--- config.mk ---
export PLATFORM = sky130hd
export DESIGN_NAME = secure_access_bridge
export DESIGN_NICKNAME = d
export VERILOG_FILES = /design/src/rtl/sab_pkg.sv /design/src/rtl/sab_rst_sync.sv /design/src/rtl/sab_chan_table.sv /design/src/rtl/sab_forward.sv /design/src/rtl/secure_access_bridge.sv
export SDC_FILE = /design/constraint.sdc
export NUM_CORES = 1
export LEC_CHECK = 0
export ABC_AREA = 1
export BUFFER_PORTS_ARGS = -buffer_cell sky130_fd_sc_hd__buf_2
export CAP_MARGIN = 20
export CORE_MARGIN = 1.5
export CORE_UTILIZATION = 45
export CTS_CLUSTER_SIZE = 25
export DETAILED_ROUTE_END_ITERATION = 10
export GPL_ROUTABILITY_DRIVEN = 1
export REMOVE_ABC_BUFFERS = 1
export SETUP_SLACK_MARGIN = 0.4
export SYNTH_ARGS = -nofsm -noshare
export SYNTH_HDL_FRONTEND = slang
export SYNTH_SLANG_ARGS = --single-unit
--- constraint.sdc ---
create_clock -name clk -period 13.4 [get_ports clk]
set_clock_uncertainty 0.1 [all_clocks]
set_input_delay 2.68 -clock clk [delete_from_list [all_inputs] [get_ports clk]]
set_output_delay 2.68 -clock clk [all_outputs]
set_load 0.01 [all_outputs]
--- src/rtl/sab_pkg.sv ---
package sab_pkg;

  typedef enum logic [1:0] {
    FWD_IDLE = 2'd0,
    FWD_REQ  = 2'd1,
    FWD_WAIT = 2'd2,
    FWD_RESP = 2'd3
  } fwd_state_e;

  // Register word indices above the channel table, relative to the channel count
  localparam int OFS_UNLOCK = 0;
  localparam int OFS_CTRL   = 1;
  localparam int OFS_FLAGS  = 2;
  localparam int OFS_STATUS = 3;

endpackage

--- src/rtl/sab_rst_sync.sv ---
module sab_rst_sync #(
  parameter int STAGES = 2
) (
  input  logic clk,
  input  logic rst_n_in,
  output logic rst_n_out
);

  logic [STAGES-1:0] sync_q;

  always_ff @(posedge clk or negedge rst_n_in) begin
    if (!rst_n_in) sync_q <= '0;
    else           sync_q <= {sync_q[STAGES-2:0], 1'b1};
  end

  assign rst_n_out = sync_q[STAGES-1];

endmodule

--- src/rtl/sab_chan_table.sv ---
module sab_chan_table
  import sab_pkg::*;
#(
  parameter int         N_CH   = 8,
  parameter int         ADDR_W = 32,
  parameter int         DATA_W = 32,
  parameter int         CFG_AW = 6,
  parameter logic [7:0] KEY    = 8'h55
) (
  input  logic                     clk,
  input  logic                     rst_n,
  input  logic                     cfg_en,
  input  logic                     cfg_we,
  input  logic [CFG_AW-1:0]        cfg_addr,
  input  logic [DATA_W-1:0]        cfg_wdata,
  output logic [DATA_W-1:0]        cfg_rdata,
  input  logic [$clog2(N_CH)-1:0]  lookup_ch,
  output logic [ADDR_W-1:0]        lookup_addr,
  output logic                     lookup_unlocked,
  input  logic                     consume,
  input  logic [$clog2(N_CH)-1:0]  consume_ch,
  input  logic                     block_set,
  input  logic [$clog2(N_CH)-1:0]  block_ch,
  output logic                     irq
);

  localparam int CH_W    = $clog2(N_CH);
  localparam int IDX_W   = CFG_AW - 2;
  localparam int IDX_UNL = N_CH + OFS_UNLOCK;
  localparam int IDX_CTL = N_CH + OFS_CTRL;
  localparam int IDX_FLG = N_CH + OFS_FLAGS;
  localparam int IDX_STS = N_CH + OFS_STATUS;

  logic [IDX_W-1:0]  idx;
  logic              wr_en, rd_en;
  logic              key_ok, unl_wr;
  logic [CH_W-1:0]   unl_ch;

  logic [ADDR_W-1:0] tgt_q [N_CH];
  logic [N_CH-1:0]   unl_q, unl_d;
  logic [N_CH-1:0]   flg_q, flg_d;
  logic              ien_q, ien_d, ien_en;
  logic [DATA_W-1:0] rd_q, rd_d;

  assign idx    = cfg_addr[CFG_AW-1:2];
  assign wr_en  = cfg_en & cfg_we;
  assign rd_en  = cfg_en & ~cfg_we;
  assign key_ok = (cfg_wdata[7:0] == KEY);
  assign unl_ch = cfg_wdata[8 +: CH_W];
  assign unl_wr = wr_en && (idx == IDX_W'(IDX_UNL)) && key_ok;

  // Per-channel state: target address, lock bit, sticky error flag
  for (genvar g = 0; g < N_CH; g++) begin : g_chan
    logic              tgt_en;
    logic [ADDR_W-1:0] tgt_r, tgt_nx;
    logic              hit_unl, hit_use, hit_blk, hit_clr;

    assign tgt_en  = wr_en && (idx == IDX_W'(g));
    assign tgt_nx  = {cfg_wdata[ADDR_W-1:2], 2'b00};
    assign hit_unl = unl_wr && (unl_ch == CH_W'(g));
    assign hit_use = consume && (consume_ch == CH_W'(g));
    assign hit_blk = block_set && (block_ch == CH_W'(g));
    assign hit_clr = wr_en && (idx == IDX_W'(IDX_FLG)) && cfg_wdata[g];

    // a new unlock wins over a same-cycle consume; a new block wins over a clear
    assign unl_d[g] = hit_unl ? 1'b1 : (hit_use ? 1'b0 : unl_q[g]);
    assign flg_d[g] = hit_blk ? 1'b1 : (hit_clr ? 1'b0 : flg_q[g]);

    always_ff @(posedge clk or negedge rst_n) begin
      if (!rst_n)      tgt_r <= '0;
      else if (tgt_en) tgt_r <= tgt_nx;
    end

    assign tgt_q[g] = tgt_r;
  end

  assign ien_en = wr_en && (idx == IDX_W'(IDX_CTL));
  assign ien_d  = cfg_wdata[0];

  always_comb begin
    rd_d = '0;
    if (idx < IDX_W'(N_CH)) begin
      rd_d = DATA_W'(tgt_q[idx[CH_W-1:0]]);
    end else if (idx == IDX_W'(IDX_CTL)) begin
      rd_d = DATA_W'(ien_q);
    end else if (idx == IDX_W'(IDX_FLG)) begin
      rd_d = DATA_W'(flg_q);
    end else if (idx == IDX_W'(IDX_STS)) begin
      rd_d = DATA_W'(unl_q);
    end
  end

  always_ff @(posedge clk or negedge rst_n) begin
    if (!rst_n) begin
      unl_q <= '0;
      flg_q <= '0;
    end else begin
      unl_q <= unl_d;
      flg_q <= flg_d;
    end
  end

  always_ff @(posedge clk or negedge rst_n) begin
    if (!rst_n)      ien_q <= 1'b0;
    else if (ien_en) ien_q <= ien_d;
  end

  always_ff @(posedge clk or negedge rst_n) begin
    if (!rst_n)     rd_q <= '0;
    else if (rd_en) rd_q <= rd_d;
  end

  assign cfg_rdata       = rd_q;
  assign lookup_addr     = tgt_q[lookup_ch];
  assign lookup_unlocked = unl_q[lookup_ch];
  assign irq             = ien_q & (|flg_q);

  AST_CONSUME_RELOCKS: assert property (@(posedge clk) disable iff (!rst_n)
    consume && !(unl_wr && unl_ch == consume_ch) |=> !unl_q[$past(consume_ch)]);

  AST_BLOCK_SETS_FLAG: assert property (@(posedge clk) disable iff (!rst_n)
    block_set |=> flg_q[$past(block_ch)]);

  AST_BAD_KEY_NO_UNLOCK: assert property (@(posedge clk) disable iff (!rst_n)
    wr_en && idx == IDX_W'(IDX_UNL) && !key_ok && !consume |=> unl_q == $past(unl_q));

endmodule

--- src/rtl/sab_forward.sv ---
module sab_forward
  import sab_pkg::*;
#(
  parameter int N_CH    = 8,
  parameter int ADDR_W  = 32,
  parameter int DATA_W  = 32,
  parameter int SADDR_W = 8
) (
  input  logic                     clk,
  input  logic                     rst_n,
  input  logic                     s_req_valid,
  output logic                     s_req_ready,
  input  logic                     s_req_write,
  input  logic [SADDR_W-1:0]       s_req_addr,
  input  logic [DATA_W-1:0]        s_req_wdata,
  input  logic [DATA_W/8-1:0]      s_req_wstrb,
  output logic                     s_rsp_valid,
  output logic [DATA_W-1:0]        s_rsp_rdata,
  output logic                     s_rsp_err,
  output logic                     m_req_valid,
  input  logic                     m_req_ready,
  output logic                     m_req_write,
  output logic [ADDR_W-1:0]        m_req_addr,
  output logic [DATA_W-1:0]        m_req_wdata,
  output logic [DATA_W/8-1:0]      m_req_wstrb,
  input  logic                     m_rsp_valid,
  input  logic [DATA_W-1:0]        m_rsp_rdata,
  input  logic                     m_rsp_err,
  output logic [$clog2(N_CH)-1:0]  chan_sel,
  input  logic [ADDR_W-1:0]        chan_addr,
  input  logic                     chan_unlocked,
  output logic                     consume,
  output logic                     block_set
);

  localparam int CH_W   = $clog2(N_CH);
  localparam int STRB_W = DATA_W / 8;

  fwd_state_e          st_q, st_d;
  logic                write_q, write_d;
  logic [ADDR_W-1:0]   addr_q, addr_d;
  logic [DATA_W-1:0]   wdata_q, wdata_d;
  logic [STRB_W-1:0]   wstrb_q, wstrb_d;
  logic [DATA_W-1:0]   rdata_q, rdata_d;
  logic                err_q, err_d;
  logic                accept;
  logic                cap_req, cap_rsp;

  assign chan_sel = s_req_addr[CH_W+1:2];
  assign accept   = s_req_valid && (st_q == FWD_IDLE);

  always_comb begin
    st_d      = st_q;
    write_d   = write_q;
    addr_d    = addr_q;
    wdata_d   = wdata_q;
    wstrb_d   = wstrb_q;
    rdata_d   = rdata_q;
    err_d     = err_q;
    cap_req   = 1'b0;
    cap_rsp   = 1'b0;
    consume   = 1'b0;
    block_set = 1'b0;
    unique case (st_q)
      FWD_IDLE: begin
        if (accept) begin
          cap_req = 1'b1;
          write_d = s_req_write;
          wdata_d = s_req_wdata;
          wstrb_d = s_req_wstrb;
          if (chan_unlocked) begin
            addr_d  = chan_addr;
            consume = 1'b1;
            st_d    = FWD_REQ;
          end else begin
            cap_rsp   = 1'b1;
            rdata_d   = '0;
            err_d     = 1'b1;
            block_set = 1'b1;
            st_d      = FWD_RESP;
          end
        end
      end
      FWD_REQ: begin
        if (m_req_ready) st_d = FWD_WAIT;
      end
      FWD_WAIT: begin
        if (m_rsp_valid) begin
          cap_rsp = 1'b1;
          rdata_d = m_rsp_rdata;
          err_d   = m_rsp_err;
          st_d    = FWD_RESP;
        end
      end
      FWD_RESP: st_d = FWD_IDLE;
      default:  st_d = FWD_IDLE;
    endcase
  end

  always_ff @(posedge clk or negedge rst_n) begin
    if (!rst_n) st_q <= FWD_IDLE;
    else        st_q <= st_d;
  end

  always_ff @(posedge clk or negedge rst_n) begin
    if (!rst_n) begin
      write_q <= 1'b0;
      addr_q  <= '0;
      wdata_q <= '0;
      wstrb_q <= '0;
    end else if (cap_req) begin
      write_q <= write_d;
      addr_q  <= addr_d;
      wdata_q <= wdata_d;
      wstrb_q <= wstrb_d;
    end
  end

  always_ff @(posedge clk or negedge rst_n) begin
    if (!rst_n) begin
      rdata_q <= '0;
      err_q   <= 1'b0;
    end else if (cap_rsp) begin
      rdata_q <= rdata_d;
      err_q   <= err_d;
    end
  end

  assign s_req_ready = (st_q == FWD_IDLE);
  assign s_rsp_valid = (st_q == FWD_RESP);
  assign s_rsp_rdata = rdata_q;
  assign s_rsp_err   = err_q;
  assign m_req_valid = (st_q == FWD_REQ);
  assign m_req_write = write_q;
  assign m_req_addr  = addr_q;
  assign m_req_wdata = wdata_q;
  assign m_req_wstrb = wstrb_q;

  AST_STALL_AFTER_ACCEPT: assert property (@(posedge clk) disable iff (!rst_n)
    s_req_valid && s_req_ready |=> !s_req_ready);

  AST_MREQ_HELD: assert property (@(posedge clk) disable iff (!rst_n)
    m_req_valid && !m_req_ready |=> m_req_valid && $stable(m_req_addr) && $stable(m_req_wdata)
      && $stable(m_req_wstrb) && $stable(m_req_write));

  AST_LOCKED_ERR_RSP: assert property (@(posedge clk) disable iff (!rst_n)
    accept && !chan_unlocked |=> s_rsp_valid && s_rsp_err && s_rsp_rdata == '0);

  AST_LOCKED_NO_FWD: assert property (@(posedge clk) disable iff (!rst_n)
    accept && !chan_unlocked |=> !m_req_valid);

  AST_FWD_REMAP: assert property (@(posedge clk) disable iff (!rst_n)
    accept && chan_unlocked |=> m_req_valid && m_req_addr == $past(chan_addr));

endmodule

--- src/rtl/secure_access_bridge.sv ---
module secure_access_bridge #(
  parameter int         N_CH    = 8,
  parameter int         ADDR_W  = 32,
  parameter int         DATA_W  = 32,
  parameter int         SADDR_W = 8,
  parameter int         CFG_AW  = 6,
  parameter logic [7:0] KEY     = 8'h55
) (
  input  logic                  clk,
  input  logic                  rst_n,
  input  logic                  cfg_en,
  input  logic                  cfg_we,
  input  logic [CFG_AW-1:0]     cfg_addr,
  input  logic [DATA_W-1:0]     cfg_wdata,
  output logic [DATA_W-1:0]     cfg_rdata,
  input  logic                  s_req_valid,
  output logic                  s_req_ready,
  input  logic                  s_req_write,
  input  logic [SADDR_W-1:0]    s_req_addr,
  input  logic [DATA_W-1:0]     s_req_wdata,
  input  logic [DATA_W/8-1:0]   s_req_wstrb,
  output logic                  s_rsp_valid,
  output logic [DATA_W-1:0]     s_rsp_rdata,
  output logic                  s_rsp_err,
  output logic                  m_req_valid,
  input  logic                  m_req_ready,
  output logic                  m_req_write,
  output logic [ADDR_W-1:0]     m_req_addr,
  output logic [DATA_W-1:0]     m_req_wdata,
  output logic [DATA_W/8-1:0]   m_req_wstrb,
  input  logic                  m_rsp_valid,
  input  logic [DATA_W-1:0]     m_rsp_rdata,
  input  logic                  m_rsp_err,
  output logic                  irq
);

  localparam int CH_W = $clog2(N_CH);

  logic              rst_n_i;
  logic [CH_W-1:0]   chan_sel;
  logic [ADDR_W-1:0] chan_addr;
  logic              chan_unlocked;
  logic              consume;
  logic              block_set;

  sab_rst_sync #(.STAGES(2)) u_rst (
    .clk       (clk),
    .rst_n_in  (rst_n),
    .rst_n_out (rst_n_i)
  );

  sab_chan_table #(
    .N_CH(N_CH), .ADDR_W(ADDR_W), .DATA_W(DATA_W), .CFG_AW(CFG_AW), .KEY(KEY)
  ) u_table (
    .clk             (clk),
    .rst_n           (rst_n_i),
    .cfg_en          (cfg_en),
    .cfg_we          (cfg_we),
    .cfg_addr        (cfg_addr),
    .cfg_wdata       (cfg_wdata),
    .cfg_rdata       (cfg_rdata),
    .lookup_ch       (chan_sel),
    .lookup_addr     (chan_addr),
    .lookup_unlocked (chan_unlocked),
    .consume         (consume),
    .consume_ch      (chan_sel),
    .block_set       (block_set),
    .block_ch        (chan_sel),
    .irq             (irq)
  );

  sab_forward #(
    .N_CH(N_CH), .ADDR_W(ADDR_W), .DATA_W(DATA_W), .SADDR_W(SADDR_W)
  ) u_fwd (
    .clk           (clk),
    .rst_n         (rst_n_i),
    .s_req_valid   (s_req_valid),
    .s_req_ready   (s_req_ready),
    .s_req_write   (s_req_write),
    .s_req_addr    (s_req_addr),
    .s_req_wdata   (s_req_wdata),
    .s_req_wstrb   (s_req_wstrb),
    .s_rsp_valid   (s_rsp_valid),
    .s_rsp_rdata   (s_rsp_rdata),
    .s_rsp_err     (s_rsp_err),
    .m_req_valid   (m_req_valid),
    .m_req_ready   (m_req_ready),
    .m_req_write   (m_req_write),
    .m_req_addr    (m_req_addr),
    .m_req_wdata   (m_req_wdata),
    .m_req_wstrb   (m_req_wstrb),
    .m_rsp_valid   (m_rsp_valid),
    .m_rsp_rdata   (m_rsp_rdata),
    .m_rsp_err     (m_rsp_err),
    .chan_sel      (chan_sel),
    .chan_addr     (chan_addr),
    .chan_unlocked (chan_unlocked),
    .consume       (consume),
    .block_set     (block_set)
  );

endmodule

Word-level counts from Yosys, hierarchy flattened
Index checks and enable logic that the tools add are counted.
W data, S select, Z words.

word-level totals
  input port bits = 123
  register bits = 395
  logic and storage cells = 215

operators by class
  muxes and demuxes = 67
  bitwise logic cells = 6
  reduce and logical (&&, ||, !) cells = 71
  order comparisons = 4
  equality and inequality tests = 33

operators with widths
  cell                  count
  $mux W32              10
  $bmux W32 S3          2
  $pmux W32 S2          1
  $logic_and A1 B1 Y1   45
  $mux W1               45
  $reduce_bool A2 Y1    17
  $eq A3 B3 Y1 const B  8
  $eq A4 B3 Y1 const B  4
  $eq A4 B4 Y1 const B  4
  $eq A3 B2 Y1 const B  4
  $eq A4 B2 Y1 const B  2
  $eq A8 B7 Y1 const B  1
  $ge A4 B4 Y1 const B  2
  $mux W2               4
  $mux W8               1
  $not A3 Y4            2
  $pmux W2 S4           1
  $reduce_or A8 Y1      1
  $eq A3 B1 Y1 const B  2
  $logic_not A3 Y1      2
  $reduce_and A3 Y1     2
  $reduce_and A5 Y1     1
  $eq A2 B2 Y1 const B  2
  $eq A4 B1 Y1 const B  1
  12 further kinds      17

Logic depth before layout (Yosys ltp)
Gate-level depths: netlist of the first run.

  depth after elaboration = 8
  depth in mapped cells = 12
  mapped depth without buffers = 10

By module
A second synthesis of the first run with hierarchy kept.

unflattened totals
  cells, all modules = 2732
  area, all modules = 19930.4 um^2

modules (own cells, without submodules)
  module          cells each  sequential area each (um^2)  area each (um^2)  instances
  sab_chan_table  2188        7231.9                       15452.3           1
  sab_forward     541         2602.5                       4424.2            1
  sab_rst_sync    3           50.0                         53.8              1

Worst setup path after synthesis of the first run
OpenSTA, ideal clock, no wires.

  kind = input -> register
  start = input s_req_addr[2]
  end = register u_fwd.addr_q[16], in the netlist u_fwd.m_req_addr[16]
  buffers on the path = 2
  stages on the path = 10
  arrival time = 3676 ps
  slack = 9507 ps
  data required time = 13183 ps
  cell sequence = buf_4 > o21ai_0 > nand2_1 > nand3_4 > nand2_4 > inv_2 > nand2_2 > buf_4 > nand2_1 > nand2_1

between the ends
  cells in the longest elaborated chain, start to end = 4
  elaborated cells on any way between the ends = 7
  classes of those cells = mux (5); bitwise (1); reduce/logical (1)

RTL lines
  element                                       line                        source
  from (decl)                                   secure_access_bridge.sv:19  input logic [SADDR_W-1:0] s_req_addr,
  $not A3 Y4 (implied by the code)              sab_chan_table.sv:114       assign lookup_addr = tgt_q[lookup_ch];
  $bmux W32 S3                                  sab_chan_table.sv:114
  $mux W32 (implied by the code) (2 in series)  sab_chan_table.sv:114
  to (signal assigned)                          sab_forward.sv:113          addr_q <= addr_d;
  to (decl)                                     sab_forward.sv:41           logic [ADDR_W-1:0] addr_q, addr_d;

Several ways; a longest one is shown, not always the timed one. The select of a mux whose other input is x is not followed.
A chain may end at the register's enable or synchronous reset.

Worst setup path after layout of the first run
  start = input s_req_addr[3]
  end = register u_fwd.addr_q[5], in the netlist u_fwd.m_req_addr[5]

The elaborated chain is that of the path after synthesis.

==> results of run 1 <==
## cells in the final DEF (no fill, tap or decap), drive strengths merged
cell and n:
a21boi 2, a21o 1, a21oi 5, buf 282
bufinv 3, clkbuf 71, clkinv 9, conb 3
dfrtp 393, diode 1, ha 5, inv 141
nand2 1284, nand3 154, nand4 73, nor2 84
nor3 4, nor4 2, o211ai 1, o21ai 288
o22ai 11, or2 9
## logic make-up (layout without fill, tap and decap cells)
family	after synthesis	count (layout)	synth area share, %
compound gates	308	308	8.17
buf+inv	304	506	6.44
fa+ha+maj	5	5	0.326
other cells	2	4	0.0391
simple gates	1610	1610	33.8
flops	393	393	51.2
## worst reg2reg max path, delay by kind of cell, from the launching register on
family	cells	cell delay, ns
buf+inv	2	0.73
simple gates	6	1.51
compound gates	1	0.14
flops	1	0.38
## worst paths after layout
path | from | endpoint | slack [ns] | depth (start not counted)
worst max-delay path | s_req_addr[3] | u_fwd.m_req_addr[5] | 7.51 | 10
worst min-delay path | u_rst.sync_q[0] | u_rst.sync_q[1] | 0.26 | 0
worst max register to register | u_table.unl_q[4] | u_fwd.m_req_addr[5] | 10.41 | 9
worst min register to register | u_rst.sync_q[0] | u_rst.sync_q[1] | 0.26 | 0
max in group asynchronous | u_rst.sync_q[1] | u_fwd.m_req_addr[5] | 11.12 | 2
min in group asynchronous | u_rst.sync_q[1] | u_table.g_chan[6].tgt_r[19] | 0.45 | 1
## per-stage QoR
stage / setup WS (ns) / hold WS, ns / area, um2 / power [mW]
detailed placement: 7.06 / 0.252 / 20700 / 2.63
floorplan: 1.54 / 0.231 / 18500 / 2.24
CTS: 7.65 / 0.266 / 22300 / 3.90
finish: 7.51 / 0.260 / 22300 / 3.87
global placement: 7.06 / 0.236 / 20700 / 2.61
global route: 7.37 / 0.274 / 22300 / 4.11
## registers in the layout (all words and copies together), names as in the netlist
signal / cells
u_table.g_chan.tgt_r: 240
u_fwd.m_req_addr: 30
u_fwd.m_req_write: 1
u_fwd.st_q: 2
u_table.cfg_rdata: 32
u_table.unl_q: 8
u_fwd.s_rsp_err: 1
u_fwd.m_req_wdata: 32
u_table.ien_q: 1
u_rst.sync_q: 2
u_table.flg_q: 8
u_fwd.m_req_wstrb: 4
u_fwd.s_rsp_rdata: 32
## Yosys cell counts, types with 2 or more instances
master | count | area, um2
nor4_1 | 2 | 12.5
nor2_1 | 82 | 308
nand2_1 | 1281 | 4810
or2_2 | 9 | 56.3
buf_6 | 3 | 33.8
buf_1 | 9 | 33.8
inv_1 | 134 | 503
a21oi_1 | 4 | 20.0
o22ai_1 | 11 | 68.8
o21ai_1 | 6 | 30.0
dfrtp_1 | 393 | 9830
o21ai_0 | 282 | 1410
inv_2 | 7 | 26.3
conb_1 | 2 | 7.51
nor3_1 | 4 | 20.0
nand3_4 | 2 | 35.0
ha_1 | 5 | 62.6
clkbuf_1 | 105 | 394
buf_4 | 7 | 52.6
nand2_2 | 2 | 12.5
nor2_2 | 2 | 12.5
a21boi_0 | 2 | 15.0
nand3_1 | 151 | 756
nand4_1 | 73 | 457
buf_2 | 38 | 190
## layer usage
metal / up-vias / GRT usage (%)
met3: 116 / 4.35
met5: - / 0
met2: 716 / 45.7
met4: 0 / 9.15
met1: 8460 / 38.8
li1: 8620 / -
## power by group through the flow
stage	registers [mW]	clock network (mW)	logic (mW)
3_5_place_dp	1.68	0	0.956
6_report	1.67	1.25	0.948
4_1_cts	1.66	1.28	0.959
5_1_grt	1.70	1.33	1.08
3_3_place_gp	1.67	0	0.937
2_1_floorplan	1.74	0	0.504
## final cells by class
type,instances,area [um2]
fillers,4206,19800
flip-flops and latches,393,9840
multi-input cells,1926,8200
repair buffers,282,1500
clock buffers,71,1370
well taps,539,674
inverters,142,534
clock inverters,11,134
diodes,1,2.50
==> results.toml, run 1 <==
[worst_setup_path]
crit_chain = "buf_2 > clkinv_2 > buf_4 > nand2_1 > nand3_2 > nand2_4 > inv_2 > nand2_2 > nand2_1 > nand2_1"
cpPeakStageDelay_ns = 0.77
critPathTopFamily = "buffers and inverters"
slowest_stage = "nand2_2"
cpMostUsedCell = "nand2_1"
crit_arrival_ns = 6.23
path_buf_inv = 4
endpoint_kind = "flip-flop"
cp.required_ns = 13.74
crit_fanout = 36
worstSetupPathType = "input pin to flip-flop"
worstSetupStartpointType = "input pin"

[pwr]
p_int_mw = 2.58
power.switching_mw = 1.29
peakVddDrop_mv = 0.0948
seq_power_share_pct = 43.1
p_sw_share_pct = 33.3
power_frac_comb_pct = 24.5
p_leak_nw = 12.0
power_density_nw_per_um2 = 174
clkPwrFrac_pct = 32.4

[sta]
worst_slew_pin_slew_ns = 1.02
finalCriticalPeriod_ns = 5.89
setup_viol_count_final = 0
fin_setup_tns_ns = 0
rsz0062_at_grt = "no"
period_share_pct = 43.9
clock.fmax_mhz = 170
finalHoldViolCount = 0
relSlewSlack_pct = 31.7
slew_viol_final = 0

[drt]
wl_met1_um = 26500
drt-total-wl_um = 61500
wl_met3_um = 4730
wl_met2_um = 28800
post-route-drc-count = 0
post_drt_via_cell_ratio = 5.32
ant_nets = 0
routed.top_layer = "met4"
wire_per_inst_um = 18.3
first_iter_violations = 1810
firstDrtPassIters = 6
vias = 17900

[grt]
antenna_found_initial = 1
grt_pass1_vias = 17100
grt_use_total_pct = 28.2
grt_start_max_net_pins = 185
grt_pass1_wl_um = 96100
overflow = 0

[floorplan]
start_util_pct = 45.7
row_count = 75
die_h_um = 210
pin_count = 261
coreArea_um2 = 42000
die_w_um = 210
die_area_um2 = 43900

[logic_synthesis]
synth_cells = 2622
synth_cell_types = 31
syn_avg_cell_area_um2 = 7.33
synth_flop_cell = "dfrtp_1"
synthArstFlopShare_pct = 100
yosysWarnings = 0
ys_seq_area_share_pct = 51.2
ys_seq_elements = 393
syn-cell-area_um2 = 19200
synth_edf_count = 0

[placement]
dp.cells = 3282
place.gp.congestion = 0.827
port_buffers = 251
dp_hpwl_um = 34200

[clock_network]
clkTransAtPathRegs_ns = 0.06
clk_latency_ns = 0.58
cts.sinks = 393
cts_buffer_depth = 3
cts_buffers = 45
h-tree-depth = 2
cts-root-buf = "clkbuf_16"
postCtsHoldBufs = 0
cts-resized-gates = 0
cts_tree = "built"
cts_setup_buffers = 0

[final_layout]
drive_above_1_share_pct = 13.8
finalNetCount = 2918
fin_cells = 3365
syn2layout_area_growth_pct = 15.8
final_util_pct = 52.9

[worst_hold_path]
hp-class = "flip-flop to flip-flop"

[run_status]
outcome = "completed"

[job]
maxCapViolCount = 0
Power figures use the tool's default switching activity.
==> run 2: changes to the inputs <==
clock period = 5.6 ns   (was 13.4 ns; I/O delays follow)
==> run 2 against run 1 <==
Compared with the run above:
- sequential cell count is the same
- combinational power is 140% higher
- clock power grew 140%
- sequential share of layout area shrank 0.18 points
- critical path depth decreased by 2
- worst hold slack worse by 0.17 ns
- largest cell class unchanged
- power grew 140%
- core utilization grew 0.21 points
- non-clock buffer count up 10
- critical endpoint is now u_table.g_chan[5].tgt_r[21]
==> results.toml, run 2 (synthesis results as in run 1) <==
[worst_setup_path]
crit_arrival_ns = 3.64
crit_fanout = 48
slowest_stage = "nand2_1"
crit_chain = "buf_2 > nand2_1 > inv_1 > buf_4 > nand2_2 > buf_4 > nand2_1 > o21ai_0"
reg2reg_setup_slack_ns = 3.26
endpoint_kind = "flip-flop"
worstSetupStartpointType = "input pin"
cp.required_ns = 5.92
path_buf_inv = 4
worstSetupPathType = "input pin to flip-flop"
cpPeakStageDelay_ns = 0.58
critPathTopFamily = "buffers and inverters"

[pwr]
p_int_mw = 6.15
peakVddDrop_mv = 0.238
power_frac_comb_pct = 24.7
seq_power_share_pct = 43.3
power_density_nw_per_um2 = 412
power.switching_mw = 3.06
p_total_mw = 9.21
p_leak_nw = 12.0
p_sw_share_pct = 33.3
clkPwrFrac_pct = 32.0

[drt]
drt-total-wl_um = 61300
vias = 17900
wire_per_inst_um = 18.2
first_iter_violations = 1748
post-route-drc-count = 0
post_drt_via_cell_ratio = 5.32
firstDrtPassIters = 6
ant_nets = 0

[sta]
finalCriticalPeriod_ns = 3.32
slew_viol_final = 0
relSlewSlack_pct = 36.7
finalHoldViolCount = 0
fin_hold_ws_ns = 0.0868
period_share_pct = 59.3
rsz0062_at_grt = "no"
clock.fmax_mhz = 301
worst_slew_pin_slew_ns = 0.949
setup_viol_count_final = 0

[clock_network]
cts_buffer_depth = 3
cts.sinks = 393
clk_latency_ns = 0.58
cts-resized-gates = 0
clkTransAtPathRegs_ns = 0.06
cts_buffers = 44
postCtsHoldBufs = 0
cts-root-buf = "clkbuf_16"
h-tree-depth = 2
cts_setup_buffers = 0
cts_tree = "built"

[final_layout]
final_common_cell = "nand2_1"
syn2layout_area_growth_pct = 16.3
fin_cells = 3368
final_cell_mix = "1,276 x nand2_1, 392 x dfrtp_1, 282 x o21ai_0"
fillers = 4218
largest_register_ffs = 240
top_register = "u_table.g_chan.tgt_r"
finalNetCount = 2927
diodes = 0
drive_above_1_share_pct = 14.2
final_util_pct = 53.1

[placement]
dp.cells = 3291
dp_hpwl_um = 36000
port_buffers = 251
place.gp.congestion = 0.855

[floorplan]
coreArea_um2 = 42000
die_area_um2 = 43900
die_w_um = 210
pin_count = 261
row_count = 75
die_h_um = 210
start_util_pct = 45.7

[run_status]
outcome = "completed"

[grt]
grt_pass1_vias = 17100
antenna_found_initial = 1
grt_pass1_wl_um = 95500
grt_start_max_net_pins = 140
overflow = 0
grt_use_total_pct = 28.0

[worst_hold_path]
hp-class = "flip-flop to asynchronous set/reset pin"

[job]
maxCapViolCount = 0
==> run 2: per-layer routing <==
metal	up-vias	GRT usage [%]	routed length [um]	share of wire, %
met5	-	0	13	0.021
met4	2	8.16	1560	2.5
met3	117	5.13	4600	7.5
met2	656	45.7	28800	47
met1	8513	38.2	26300	43
li1	8631	-	-	-
==> run 2: stage by stage <==
step | TNS [ns] | instance area [um2] | setup slack (ns)
after floorplan | -2449.37 | 18500 | -6.26
after global placement | 0 | 20800 | 1.82
after detailed placement | 0 | 20800 | 1.80
after CTS | 0 | 22300 | 2.40
after global routing | 0 | 22300 | 2.24
final | 0 | 22300 | 2.28
==> run 2: path summary, 6_finish.rpt <==
| path | to | startpoint | cells after the start |
|---|---|---|---|
| max in group asynchronous | u_fwd.m_req_wdata[31] | u_rst.sync_q[1] | 1 |
| max reg2reg | u_fwd.m_req_addr[28] | u_fwd.st_q[0] | 8 |
| min reg2reg | u_table.cfg_rdata[12] | u_rst.sync_q[1] | 0 |
| min | u_table.cfg_rdata[12] | u_rst.sync_q[1] | 0 |
| max | u_table.g_chan[5].tgt_r[21] | cfg_addr[2] | 8 |
| min in group clk | u_rst.sync_q[1] | u_rst.sync_q[0] | 0 |
==> run 2: area by class of cell <==
cell class,instances,area [um2],area share [%]
Tap cell,539,674,3.02
Inverter,142,533,2.39
Multi-Input combinational cell,1926,8190,36.7
Timing Repair Buffer,292,1620,7.26
Sequential cell,393,9840,44.0
Clock buffer,66,1370,6.12
Clock inverter,10,115,0.515
==> run 2: power by group through the flow <==
stage	logic (mW)	registers (mW)	clock network [mW]
final	2.28	3.99	2.95
after global routing	2.59	4.08	3.12
after CTS	2.30	3.98	3.01
after detailed placement	2.29	4.02	0
after global placement	2.24	3.99	0
after floorplan	1.21	4.17	0
